--- config.mk ---
export PLATFORM = sky130hd
export DESIGN_NAME = codec_regfile
export DESIGN_NICKNAME = d
export VERILOG_FILES = /design/src/rtl/codec_pkg.sv /design/src/rtl/codec_plain_store.sv /design/src/rtl/codec_ctrl_regs.sv /design/src/rtl/codec_out_stage.sv /design/src/rtl/codec_regfile.sv
export SDC_FILE = /design/constraint.sdc
export NUM_CORES = 1
export LEC_CHECK = 0
export BUFFER_PORTS_ARGS = -buffer_cell sky130_fd_sc_hd__buf_2
export CORE_MARGIN = 5
export CORE_UTILIZATION = 35
export DETAILED_ROUTE_END_ITERATION = 8
export GPL_ROUTABILITY_DRIVEN = 0
export PLACE_DENSITY_LB_ADDON = 0.2
export SLEW_MARGIN = 20
export SYNTH_ARGS = -nofsm -noshare
export SYNTH_HDL_FRONTEND = slang
export SYNTH_SLANG_ARGS = --single-unit
--- constraint.sdc ---
create_clock -name clk -period 5.7 [get_ports clk]
set_clock_uncertainty 0.2 [all_clocks]
set_input_delay 1.14 -clock clk [delete_from_list [all_inputs] [get_ports clk]]
set_output_delay 1.14 -clock clk [all_outputs]
set_load 0.01 [all_outputs]
--- src/rtl/codec_pkg.sv ---
package codec_pkg;
  localparam int ADDR_W = 7;
  localparam int DATA_W = 16;
  localparam int IDX_W  = ADDR_W - 1;
  localparam int ATT_W  = 5;
  localparam int NRATES = 7;

  typedef logic [IDX_W-1:0]  idx_t;
  typedef logic [DATA_W-1:0] word_t;

  localparam idx_t IX_RESET  = 6'h00;
  localparam idx_t IX_MASTER = 6'h01;
  localparam idx_t IX_PCM    = 6'h0c;
  localparam idx_t IX_PWR    = 6'h13;
  localparam idx_t IX_EXTID  = 6'h14;
  localparam idx_t IX_EXTCTL = 6'h15;
  localparam idx_t IX_DAC    = 6'h16;
  localparam idx_t IX_ADC    = 6'h19;
  localparam idx_t IX_VEND1  = 6'h3e;
  localparam idx_t IX_VEND2  = 6'h3f;

  localparam word_t RESET_WORD  = 16'h6a90;
  localparam word_t EXTID_WORD  = 16'h0a05;
  localparam word_t EXTCTL_BASE = 16'h0400;
  localparam word_t VOL_MASK    = 16'h9f1f;
  localparam word_t MASTER_DEF  = 16'h8000;
  localparam word_t PCM_DEF     = 16'h8808;
  localparam word_t RATE_MAX    = 16'd48000;
  localparam logic [7:0] PWR_STATUS = 8'h0f;

  localparam word_t RATE_TAB [NRATES] =
    '{16'd8000, 16'd11025, 16'd16000, 16'd22050, 16'd32000, 16'd44100, 16'd48000};

  function automatic word_t snap_rate(word_t r);
    word_t res;
    logic  hit;
    res = RATE_MAX;
    hit = 1'b0;
    for (int i = 0; i < NRATES - 1; i++) begin
      if (!hit && (r < RATE_TAB[i] + ((RATE_TAB[i+1] - RATE_TAB[i]) >> 1))) begin
        res = RATE_TAB[i];
        hit = 1'b1;
      end
    end
    return res;
  endfunction

  function automatic word_t master_fix(word_t d);
    word_t v;
    v = d;
    if (v[13]) v[12:8] = '1;
    if (v[5])  v[4:0]  = '1;
    return v & VOL_MASK;
  endfunction

  function automatic logic is_special(idx_t ix);
    case (ix)
      IX_RESET, IX_MASTER, IX_PCM, IX_PWR, IX_EXTID,
      IX_EXTCTL, IX_DAC, IX_ADC, IX_VEND1, IX_VEND2: return 1'b1;
      default: return 1'b0;
    endcase
  endfunction

  function automatic word_t plain_default(idx_t ix);
    case (ix)
      6'h02, 6'h03, 6'h0e:        return 16'h8000;
      6'h06, 6'h07:               return 16'h8008;
      6'h08, 6'h09, 6'h0a, 6'h0b: return 16'h8808;
      default:                    return 16'h0000;
    endcase
  endfunction

  function automatic logic [ATT_W-1:0] sat_sum(logic [ATT_W-1:0] a, logic [ATT_W-1:0] b);
    logic [ATT_W:0] s;
    s = {1'b0, a} + {1'b0, b};
    return s[ATT_W] ? '1 : s[ATT_W-1:0];
  endfunction
endpackage

--- src/rtl/codec_plain_store.sv ---
module codec_plain_store #(
  parameter int IDX_W  = 6,
  parameter int DATA_W = 16
) (
  input  logic              clk,
  input  logic              rst,
  input  logic              clr,
  input  logic              we,
  input  logic [IDX_W-1:0]  widx,
  input  logic [DATA_W-1:0] wdata,
  input  logic              re,
  input  logic [IDX_W-1:0]  ridx,
  output logic [DATA_W-1:0] rdata,
  output logic              rhit
);
  localparam int DEPTH = 1 << IDX_W;

  logic [DATA_W-1:0] mem [DEPTH];
  logic [DEPTH-1:0]  vld;

  // RAM-style array: no reset, synchronous read
  always_ff @(posedge clk) begin
    if (we) mem[widx] <= wdata;
    if (re) rdata <= mem[ridx];
  end

  // written-since-reset flags; a clear makes every word show its default
  always_ff @(posedge clk) begin
    if (rst || clr) begin
      vld <= '0;
    end else if (we) begin
      vld[widx] <= 1'b1;
    end
  end

  always_ff @(posedge clk) begin
    if (rst)     rhit <= 1'b0;
    else if (re) rhit <= vld[ridx];
  end
endmodule

--- src/rtl/codec_ctrl_regs.sv ---
module codec_ctrl_regs
  import codec_pkg::*;
(
  input  logic       clk,
  input  logic       rst,
  input  logic       wr_en,
  input  idx_t       wr_idx,
  input  word_t      wr_data,
  output word_t      master_q,
  output word_t      pcm_q,
  output logic [7:0] pwr_hi_q,
  output logic       vra_q,
  output word_t      dac_q,
  output word_t      adc_q,
  output logic       reconf_q
);
  logic restore;
  assign restore = rst || (wr_en && wr_idx == IX_RESET);

  always_ff @(posedge clk) begin
    reconf_q <= 1'b0;
    if (restore) begin
      master_q <= MASTER_DEF;
      pcm_q    <= PCM_DEF;
      pwr_hi_q <= 8'h00;
      vra_q    <= 1'b0;
      dac_q    <= RATE_MAX;
      adc_q    <= RATE_MAX;
      reconf_q <= !rst;
    end else if (wr_en) begin
      case (wr_idx)
        IX_MASTER: master_q <= master_fix(wr_data);
        IX_PCM:    pcm_q    <= wr_data & VOL_MASK;
        IX_PWR:    pwr_hi_q <= wr_data[15:8];
        IX_EXTCTL: begin
          vra_q <= wr_data[0];
          if (!wr_data[0]) begin
            dac_q    <= RATE_MAX;
            adc_q    <= RATE_MAX;
            reconf_q <= 1'b1;
          end
        end
        IX_DAC: if (vra_q) begin
          dac_q    <= snap_rate(wr_data);
          reconf_q <= 1'b1;
        end
        IX_ADC: if (vra_q) begin
          adc_q    <= snap_rate(wr_data);
          reconf_q <= 1'b1;
        end
        default: ;
      endcase
    end
  end
endmodule

--- src/rtl/codec_out_stage.sv ---
module codec_out_stage
  import codec_pkg::*;
(
  input  logic             clk,
  input  logic             rst,
  input  word_t            master,
  input  word_t            pcm,
  input  word_t            dac,
  input  logic             reconf_in,
  output logic [ATT_W-1:0] att_left,
  output logic [ATT_W-1:0] att_right,
  output logic             mute,
  output word_t            dac_rate,
  output logic             reconfig
);
  localparam int NCH = 2;
  localparam int LEFT_LSB  = 8;
  localparam int RIGHT_LSB = 0;

  logic [NCH*ATT_W-1:0] att_bus;

  for (genvar ch = 0; ch < NCH; ch++) begin : g_ch
    localparam int LO = (ch == 0) ? LEFT_LSB : RIGHT_LSB;
    logic [ATT_W-1:0] q;
    always_ff @(posedge clk) begin
      if (rst) q <= sat_sum(MASTER_DEF[LO +: ATT_W], PCM_DEF[LO +: ATT_W]);
      else     q <= sat_sum(master[LO +: ATT_W], pcm[LO +: ATT_W]);
    end
    assign att_bus[ch*ATT_W +: ATT_W] = q;
  end

  assign att_left  = att_bus[0 +: ATT_W];
  assign att_right = att_bus[ATT_W +: ATT_W];

  always_ff @(posedge clk) begin
    if (rst) begin
      mute     <= MASTER_DEF[15] | PCM_DEF[15];
      dac_rate <= RATE_MAX;
      reconfig <= 1'b0;
    end else begin
      mute     <= master[15] | pcm[15];
      dac_rate <= dac;
      reconfig <= reconf_in;
    end
  end

  logic unused_bits;
  assign unused_bits = ^{master[14:13], master[7:5], pcm[14:13], pcm[7:5]};
endmodule

--- src/rtl/codec_regfile.sv ---
module codec_regfile
  import codec_pkg::*;
#(
  parameter logic [15:0] VEND_ID_HI = 16'h5a41,
  parameter logic [15:0] VEND_ID_LO = 16'h4301
) (
  input  logic                  clk,
  input  logic                  rst,
  input  logic                  req_valid,
  input  logic                  req_write,
  input  logic [ADDR_W-1:0]     req_addr,
  input  logic [DATA_W-1:0]     req_wdata,
  output logic                  rd_valid,
  output logic [DATA_W-1:0]     rd_data,
  output logic [ATT_W-1:0]      att_left,
  output logic [ATT_W-1:0]      att_right,
  output logic                  mute,
  output logic [DATA_W-1:0]     dac_rate,
  output logic                  reconfig
);
  idx_t  idx;
  logic  wr, rd, spec;
  word_t master_q, pcm_q, dac_q, adc_q;
  logic [7:0] pwr_hi_q;
  logic  vra_q, reconf_q;
  word_t mem_q, spec_val, spec_q, dflt_q;
  logic  hit_q, plain_q;

  assign idx  = req_addr[ADDR_W-1:1];
  assign wr   = req_valid && req_write;
  assign rd   = req_valid && !req_write;
  assign spec = is_special(idx);

  logic unused_addr_lsb;
  assign unused_addr_lsb = req_addr[0];

  codec_plain_store #(.IDX_W(IDX_W), .DATA_W(DATA_W)) u_store (
    .clk   (clk),
    .rst   (rst),
    .clr   (wr && idx == IX_RESET),
    .we    (wr && !spec),
    .widx  (idx),
    .wdata (req_wdata),
    .re    (rd),
    .ridx  (idx),
    .rdata (mem_q),
    .rhit  (hit_q)
  );

  codec_ctrl_regs u_ctrl (
    .clk      (clk),
    .rst      (rst),
    .wr_en    (wr),
    .wr_idx   (idx),
    .wr_data  (req_wdata),
    .master_q (master_q),
    .pcm_q    (pcm_q),
    .pwr_hi_q (pwr_hi_q),
    .vra_q    (vra_q),
    .dac_q    (dac_q),
    .adc_q    (adc_q),
    .reconf_q (reconf_q)
  );

  codec_out_stage u_out (
    .clk       (clk),
    .rst       (rst),
    .master    (master_q),
    .pcm       (pcm_q),
    .dac       (dac_q),
    .reconf_in (reconf_q),
    .att_left  (att_left),
    .att_right (att_right),
    .mute      (mute),
    .dac_rate  (dac_rate),
    .reconfig  (reconfig)
  );

  always_comb begin
    case (idx)
      IX_RESET:  spec_val = RESET_WORD;
      IX_MASTER: spec_val = master_q;
      IX_PCM:    spec_val = pcm_q;
      IX_PWR:    spec_val = {pwr_hi_q, PWR_STATUS};
      IX_EXTID:  spec_val = EXTID_WORD;
      IX_EXTCTL: spec_val = EXTCTL_BASE | {{(DATA_W-1){1'b0}}, vra_q};
      IX_DAC:    spec_val = dac_q;
      IX_ADC:    spec_val = adc_q;
      IX_VEND1:  spec_val = VEND_ID_HI;
      IX_VEND2:  spec_val = VEND_ID_LO;
      default:   spec_val = '0;
    endcase
  end

  always_ff @(posedge clk) begin
    if (rst) rd_valid <= 1'b0;
    else     rd_valid <= rd;
  end

  always_ff @(posedge clk) begin
    if (rd) begin
      spec_q  <= spec_val;
      plain_q <= !spec;
      dflt_q  <= plain_default(idx);
    end
  end

  assign rd_data = plain_q ? (hit_q ? mem_q : dflt_q) : spec_q;
endmodule

==> flow_summary.json, run 1 <==
{
  "ioPinCount": 72,
  "status": "complete, no violations",
  "ff_latch_area_um2": 34800,
  "netlist_instances": 2390,
  "start_kind": "flip-flop",
  "crit_path_end": "rd_data[1]",
  "via_count": 24000,
  "dpl.hpwl_um": 70200,
  "cts.sinks": 1209,
  "cp.required_ns": 4.36,
  "synth_edf_count": 1060,
  "whs_ns": 0.237,
  "cap_violations": 0,
  "globalRouteMet3Util_pct": 2.39,
  "rsz0062_at_grt": "no",
  "use_met2_pct": 27.5,
  "drtAntennaViolNets": 0,
  "cp_max_fo": 21,
  "cts_tree": "built",
  "end_kind": "primary output",
  "yosysWarnings": 0,
  "ys_seq_area_share_pct": 74.1,
  "ctsResizeCount": 0,
  "start_util_pct": 35.2,
  "tightest_slew_ns": 1.07,
  "cp.arrival_ns": 2.66,
  "synthToLayoutAreaGrowth_pct": 16.0,
  "wl_um": 120000,
  "initialDrtViolationCount": 2415,
  "p_leak_nw": 17.7,
  "grt_pass1_vias": 24800,
  "viasPerCell": 5.24,
  "maxSlewViolCount": 0,
  "synthDominantCellAreaShare_pct": 67.8,
  "firstDrtPassIters": 5,
  "gr-total-overflow": 0,
  "fin_tns_setup_ns": 0,
  "synth-seq-cells": 1209,
  "synth_area_leaders": "edfxtp_1 68%, mux4_2 16%, dfxtp_1 6.4%",
  "clk_pin_slew_ns": 0.06,
  "irDropWorstVdd_mv": 0.265,
  "hold_viol": 0,
  "final_core_util_pct": 40.8,
  "hp-class": "reg2reg",
  "dieArea_um2": 142000,
  "core-area_um2": 133000,
  "rr_worst_depth": 4,
  "critPathKind": "reg2out",
  "cts_setup_buffers": 0,
  "r2r_start": "u_store.mem[43][9]",
  "nets": 2745,
  "cts_buffer_depth": 3,
  "grt_usage_pct": 16.9,
  "synth_flop_cell": "edfxtp_1",
  "die_h_um": 376,
  "fillers": 11900,
  "async_flop_share_pct": 0,
  "ys_top_cells_by_count": "1060 x edfxtp_1, 334 x mux4_2, 157 x nor2_1, 149 x dfxtp_1, 94 x nand2_1",
  "multi_input_area_um2": 12200,
  "slew_headroom_pct": 28.8,
  "synth.largest_area_cell": "edfxtp_1",
  "fmax_ghz": 0.250,
  "fin_crit_ns": 4.00,
  "clock_latency_ns": 0.71,
  "fp.dieW_um": 376,
  "cts-root-buf": "clkbuf_16",
  "grt_pass1_wl_um": 174000,
  "holdPathStages": 1,
  "crit_path_start": "plain_q",
  "grt_busiest_layer": "met2",
  "netlist_area_um2": 47000,
  "worstReg2RegEnd": "u_store.rdata[9]",
  "yosysMostFrequentCell": "edfxtp_1",
  "h-tree-depth": 3,
  "synth_cell_types": 67,
  "cts_buffers": 119,
  "ctsHoldBuffers": 0,
  "wire_per_inst_um": 26.3,
  "drc": 0,
  "grt_use_met1_pct": 23.7,
  "rrSetupSlack_ns": 3.07,
  "port_buffers": 69,
  "fin_crit_sh_pct": 70.2,
  "setup_viol": 0,
  "fin_cells": 4572,
  "grt_start_max_net_pins": 91,
  "powerDensity_nw_per_um2": 339,
  "place_inst": 4353,
  "avgSynthCellArea_um2": 19.6,
  "drive_gt1_share_pct": 27.2,
  "placementRows": 134,
  "antenna_found_initial": 4
}
stage by stage:
step | power [mW] | setup slack (ns) | cell area, um2
after floorplan | 10.5 | 1.07 | 47600
after global routing | 19.1 | 1.57 | 54500
final | 18.5 | 1.70 | 54500
after CTS | 18.7 | 1.72 | 54500
after global placement | 11.0 | 1.14 | 50600
after detailed placement | 11.0 | 1.16 | 50600
registers in the layout (all words and copies together) (netlist names), 11 cells and up:
signal,count
u_out.dac_rate,13
u_ctrl.dac_q,13
u_store.mem,1024
u_ctrl.adc_q,13
u_ctrl.pcm_q,11
u_store.rdata,16
u_ctrl.master_q,11
spec_q,16
u_store.vld,64
layer usage:
metal  share of wire (%)  vias to the layer above
met5              0.0058                        -
met4                 2.3                        2
met3                 5.9                      155
li1                    -                    10200
met2                  49                      819
met1                  43                    12800
power by group:
group / switching, mW / total, mW / internal, mW
clock: 3.22 / 7.69 / 4.48
sequential: 0.0356 / 9.80 / 9.77
combinational: 0.610 / 0.980 / 0.370
critical path, stage by stage (launching register included):
cell	delay [ns]
edfxtp_1	0.81
and2_1	0.56
nand2_1	0.12
o21ai_0	0.24
buf_2	0.23
area by class of cell:
| cell class | count | area share (%) |
|---|---|---|
| inverters | 31 | 0.214 |
| well taps | 1768 | 4.06 |
| repair buffers | 181 | 2.44 |
| flip-flops and latches | 1209 | 63.9 |
| clock inverters | 58 | 0.999 |
| clock buffers | 158 | 6.04 |
| multi-input cells | 1164 | 22.3 |
| diodes | 3 | 0.0138 |
worst min path at each step:
| stage | from | to | slack (ns) |
|---|---|---|---|
| after floorplan | u_ctrl.reconf_q | u_out.reconfig | 0.21 |
| after global placement | u_ctrl.reconf_q | u_out.reconfig | 0.22 |
| after detailed placement | u_ctrl.reconf_q | u_out.reconfig | 0.23 |
| after CTS | u_ctrl.reconf_q | u_out.reconfig | 0.24 |
| after global routing | u_ctrl.reconf_q | u_out.reconfig | 0.26 |
| final | u_ctrl.reconf_q | u_out.reconfig | 0.24 |
kinds of logic (layout without fill, tap and decap cells):
kind of cell | after synthesis | in the layout | synth area share [%]
and+or+nand+nor | 420 | 420 | 4.22
adders and majority gates | 12 | 12 | 0.352
buffers and inverters | 177 | 428 | 1.67
muxes | 352 | 352 | 16.4
other | 1 | 164 | 0.00799
xor gates and xnor gates | 6 | 6 | 0.112
DFF | 1209 | 1209 | 74.1
AOI/OAI and AO/OA | 213 | 213 | 3.10
placed cells by master, fill, tap and decap left out, types with 5 or more instances in the layout:
cell type,count
mux4_2,334
clkinv_1,22
or2_2,13
nand4_1,8
nor2b_1,13
conb_1,161
nand3_1,25
nor3_1,35
clkbuf_8,6
a21oi_1,50
buf_2,65
a22oi_1,55
nor4_1,5
clkbuf_1,28
mux2i_1,18
nor3_2,13
nor2_1,115
or3_1,5
buf_4,104
bufinv_16,10
dfxtp_1,149
and2_1,20
a21o_1,11
nand2_1,93
nor2_2,40
o21ai_1,5
buf_12,9
o21a_1,23
o21ai_0,27
clkbuf_16,124
clkinv_2,18
nand2b_1,7
edfxtp_1,1060
inv_1,31
ha_1,10
Note: power is estimated with default switching activity, not from simulation.
==> inputs of run 2 (changes only) <==
ABC_AREA = 1   (was not set)
clock period = 3.5 ns   (was 5.7 ns; I/O delays follow)
==> run 2 against run 1 <==
Net effect:
- sequential cell count unchanged
- core utilization up 1.1 points
- via count up 29%
- worst hold slack worse by 0.17 ns
- synthesized cell count up 60%
- register-to-register slack worse by 1.7 ns
- global-route usage up 2.9 points
- power up 67%
- die area up 1.0%
- highest routed layer unchanged
==> flow_summary.json, run 2 <==
{
  "r2r_start": "u_ctrl.master_q[1]",
  "firstDrtPassIters": 6,
  "regMostFlops": "u_store.mem",
  "largest_reg_flops": 1024,
  "grt_usage_pct": 19.7,
  "synth-seq-cells": 1209,
  "tightest_slew_ns": 0.835,
  "initialDrtViolationCount": 2880,
  "async_flop_share_pct": 0,
  "fmax_ghz": 0.314,
  "yosysMostFrequentCell": "nand2_1",
  "synth_area_leaders": "edfxtp_1 67%, nand2_1 8.6%, a22oi_1 7.5%",
  "clk_pin_slew_ns": 0.06,
  "cts_buffers": 133,
  "place_inst": 5861,
  "drtAntennaViolNets": 0,
  "p_int_mw": 23.8,
  "powerDensity_nw_per_um2": 546,
  "final_cell_mix": "1084 x nand2_1, 1060 x edfxtp_1, 473 x a22oi_1",
  "fin_crit_sh_pct": 90.9,
  "synth_cell_types": 43,
  "irDropWorstVdd_mv": 0.447,
  "grt_start_max_net_pins": 66,
  "pwr-share-clk_pct": 42.3,
  "final_common_cell": "nand2_1",
  "power_frac_comb_pct": 6.1,
  "viasPerCell": 5.08,
  "die_h_um": 378,
  "p_total_mw": 30.9,
  "cap_violations": 0,
  "clock_latency_ns": 0.75,
  "h-tree-depth": 4,
  "fillers": 12800,
  "swShare_pct": 23.0,
  "start_util_pct": 35.1,
  "worstHoldStart": "req_valid",
  "wl_um": 142000,
  "grt_pass1_wl_um": 207000,
  "dieArea_um2": 143000,
  "cts.sinks": 1209,
  "synth_edf_count": 1060,
  "synth_flop_cell": "edfxtp_1",
  "avgSynthCellArea_um2": 12.4,
  "netlist_area_um2": 47500,
  "reg_top3": "u_store.mem (1024), u_store.vld (64)",
  "core-area_um2": 135000,
  "wire_per_inst_um": 23.3,
  "fin_cells": 6097,
  "switching_power_mw": 7.11,
  "ys_seq_area_share_pct": 73.4,
  "synthDominantCellAreaShare_pct": 67.1,
  "p_leak_nw": 20.8,
  "ioPinCount": 72,
  "cp.required_ns": 2.60,
  "cp_max_fo": 21,
  "fin_crit_ns": 3.18,
  "cts_buffer_depth": 3,
  "cp.arrival_ns": 2.28,
  "drc": 0,
  "yosysWarnings": 0,
  "nets": 4255,
  "synth.largest_area_cell": "edfxtp_1",
  "placementRows": 135,
  "maxSlewViolCount": 0,
  "grt_pass1_vias": 30300,
  "critPathKind": "reg2out",
  "netlist_instances": 3828,
  "setup_viol": 0,
  "synthToLayoutAreaGrowth_pct": 19.3,
  "start_kind": "flip-flop",
  "p_seq_share_pct": 51.6,
  "fin_tns_setup_ns": 0,
  "hp-class": "in2reg",
  "port_buffers": 69,
  "whs_ns": 0.0706,
  "status": "complete, no violations",
  "crit_path_start": "plain_q",
  "drive_gt1_share_pct": 11.9,
  "gr-total-overflow": 0,
  "via_count": 31000,
  "dpl.hpwl_um": 87900,
  "slew_headroom_pct": 44.3,
  "ys_top_cells_by_count": "1084 x nand2_1, 1060 x edfxtp_1, 473 x a22oi_1, 281 x nor2_1, 177 x inv_1",
  "rsz0062_at_grt": "no",
  "fp.dieW_um": 378,
  "end_kind": "primary output",
  "cts-root-buf": "clkbuf_16",
  "ctsResizeCount": 0,
  "hold_viol": 0,
  "antenna_found_initial": 9,
  "cts_tree": "built"
}
-- run 2: final timing paths --
| check | to | slack, ns | depth (start not counted) |
|---|---|---|---|
| min | rd_valid | 0.07 | 3 |
| max reg2reg | u_out.att_right[2] | 1.41 | 9 |
| min reg2reg | u_out.reconfig | 0.21 | 2 |
| max | rd_data[8] | 0.32 | 3 |
-- run 2: timing repair --
item / 4_1_cts / 5_1_grt
setup endpoints to repair: 0 / 0
endpoints found under the hold margin: 1 / 0
hold buffers: 1 / 0
setup buffers: 0 / 0
-- run 2: power groups by stage --
| stage | clock network [mW] | registers (mW) | logic (mW) |
|---|---|---|---|
| detailed placement | 0 | 16.3 | 1.89 |
| finish | 13.1 | 16.0 | 1.88 |
| global placement | 0 | 16.3 | 1.88 |
| CTS | 13.4 | 16.0 | 1.89 |
| floorplan | 0 | 16.3 | 0.894 |
| global route | 14.0 | 16.0 | 2.04 |
-- run 2: stage by stage --
stage	setup slack, ns	cell area, um2	util (%)
after floorplan	-0.109	48100	-
after global placement	0.227	52600	38.9
after detailed placement	0.194	52600	38.9
after CTS	0.258	56600	41.9
after global routing	0.254	56600	41.9
final	0.317	56600	41.9
-- run 2: logic make-up after synthesis --
family / synth area share, %
and+or+nand+nor: 12.1
DFF: 73.4
AOI/OAI and AO/OA: 10.6
buffers and inverters: 3.46
adders and majority gates: 0.348
xor gates and xnor gates: 0.0738
other: 0.00790
-- run 2: cell type report --
type / instances / area, um2 / share of cell area [%]
sequential: 1209 / 34800 / 61.5
multi-input combinational: 2383 / 11600 / 20.6
clock buffer: 185 / 3570 / 6.30
timing repair buffer: 292 / 3160 / 5.59
tap: 1781 / 2230 / 3.94
inverter: 197 / 747 / 1.32
clock inverter: 46 / 450 / 0.796
antenna: 4 / 10.0 / 0.0177
-- run 2: worst max-delay path: stages, from the launching register on --
cell	delay [ns]
edfxtp_1	0.64
buf_4	0.29
o21ai_0	0.39
buf_2	0.22
-- run 2: per-layer routing --
layer	routed length [um]	track usage [%]	up-vias
li1	-	-	14400
met1	62800	27.2	15600
met2	68100	32.6	862
met3	7550	2.84	186
met4	3740	5.71	2
met5	13	0	-
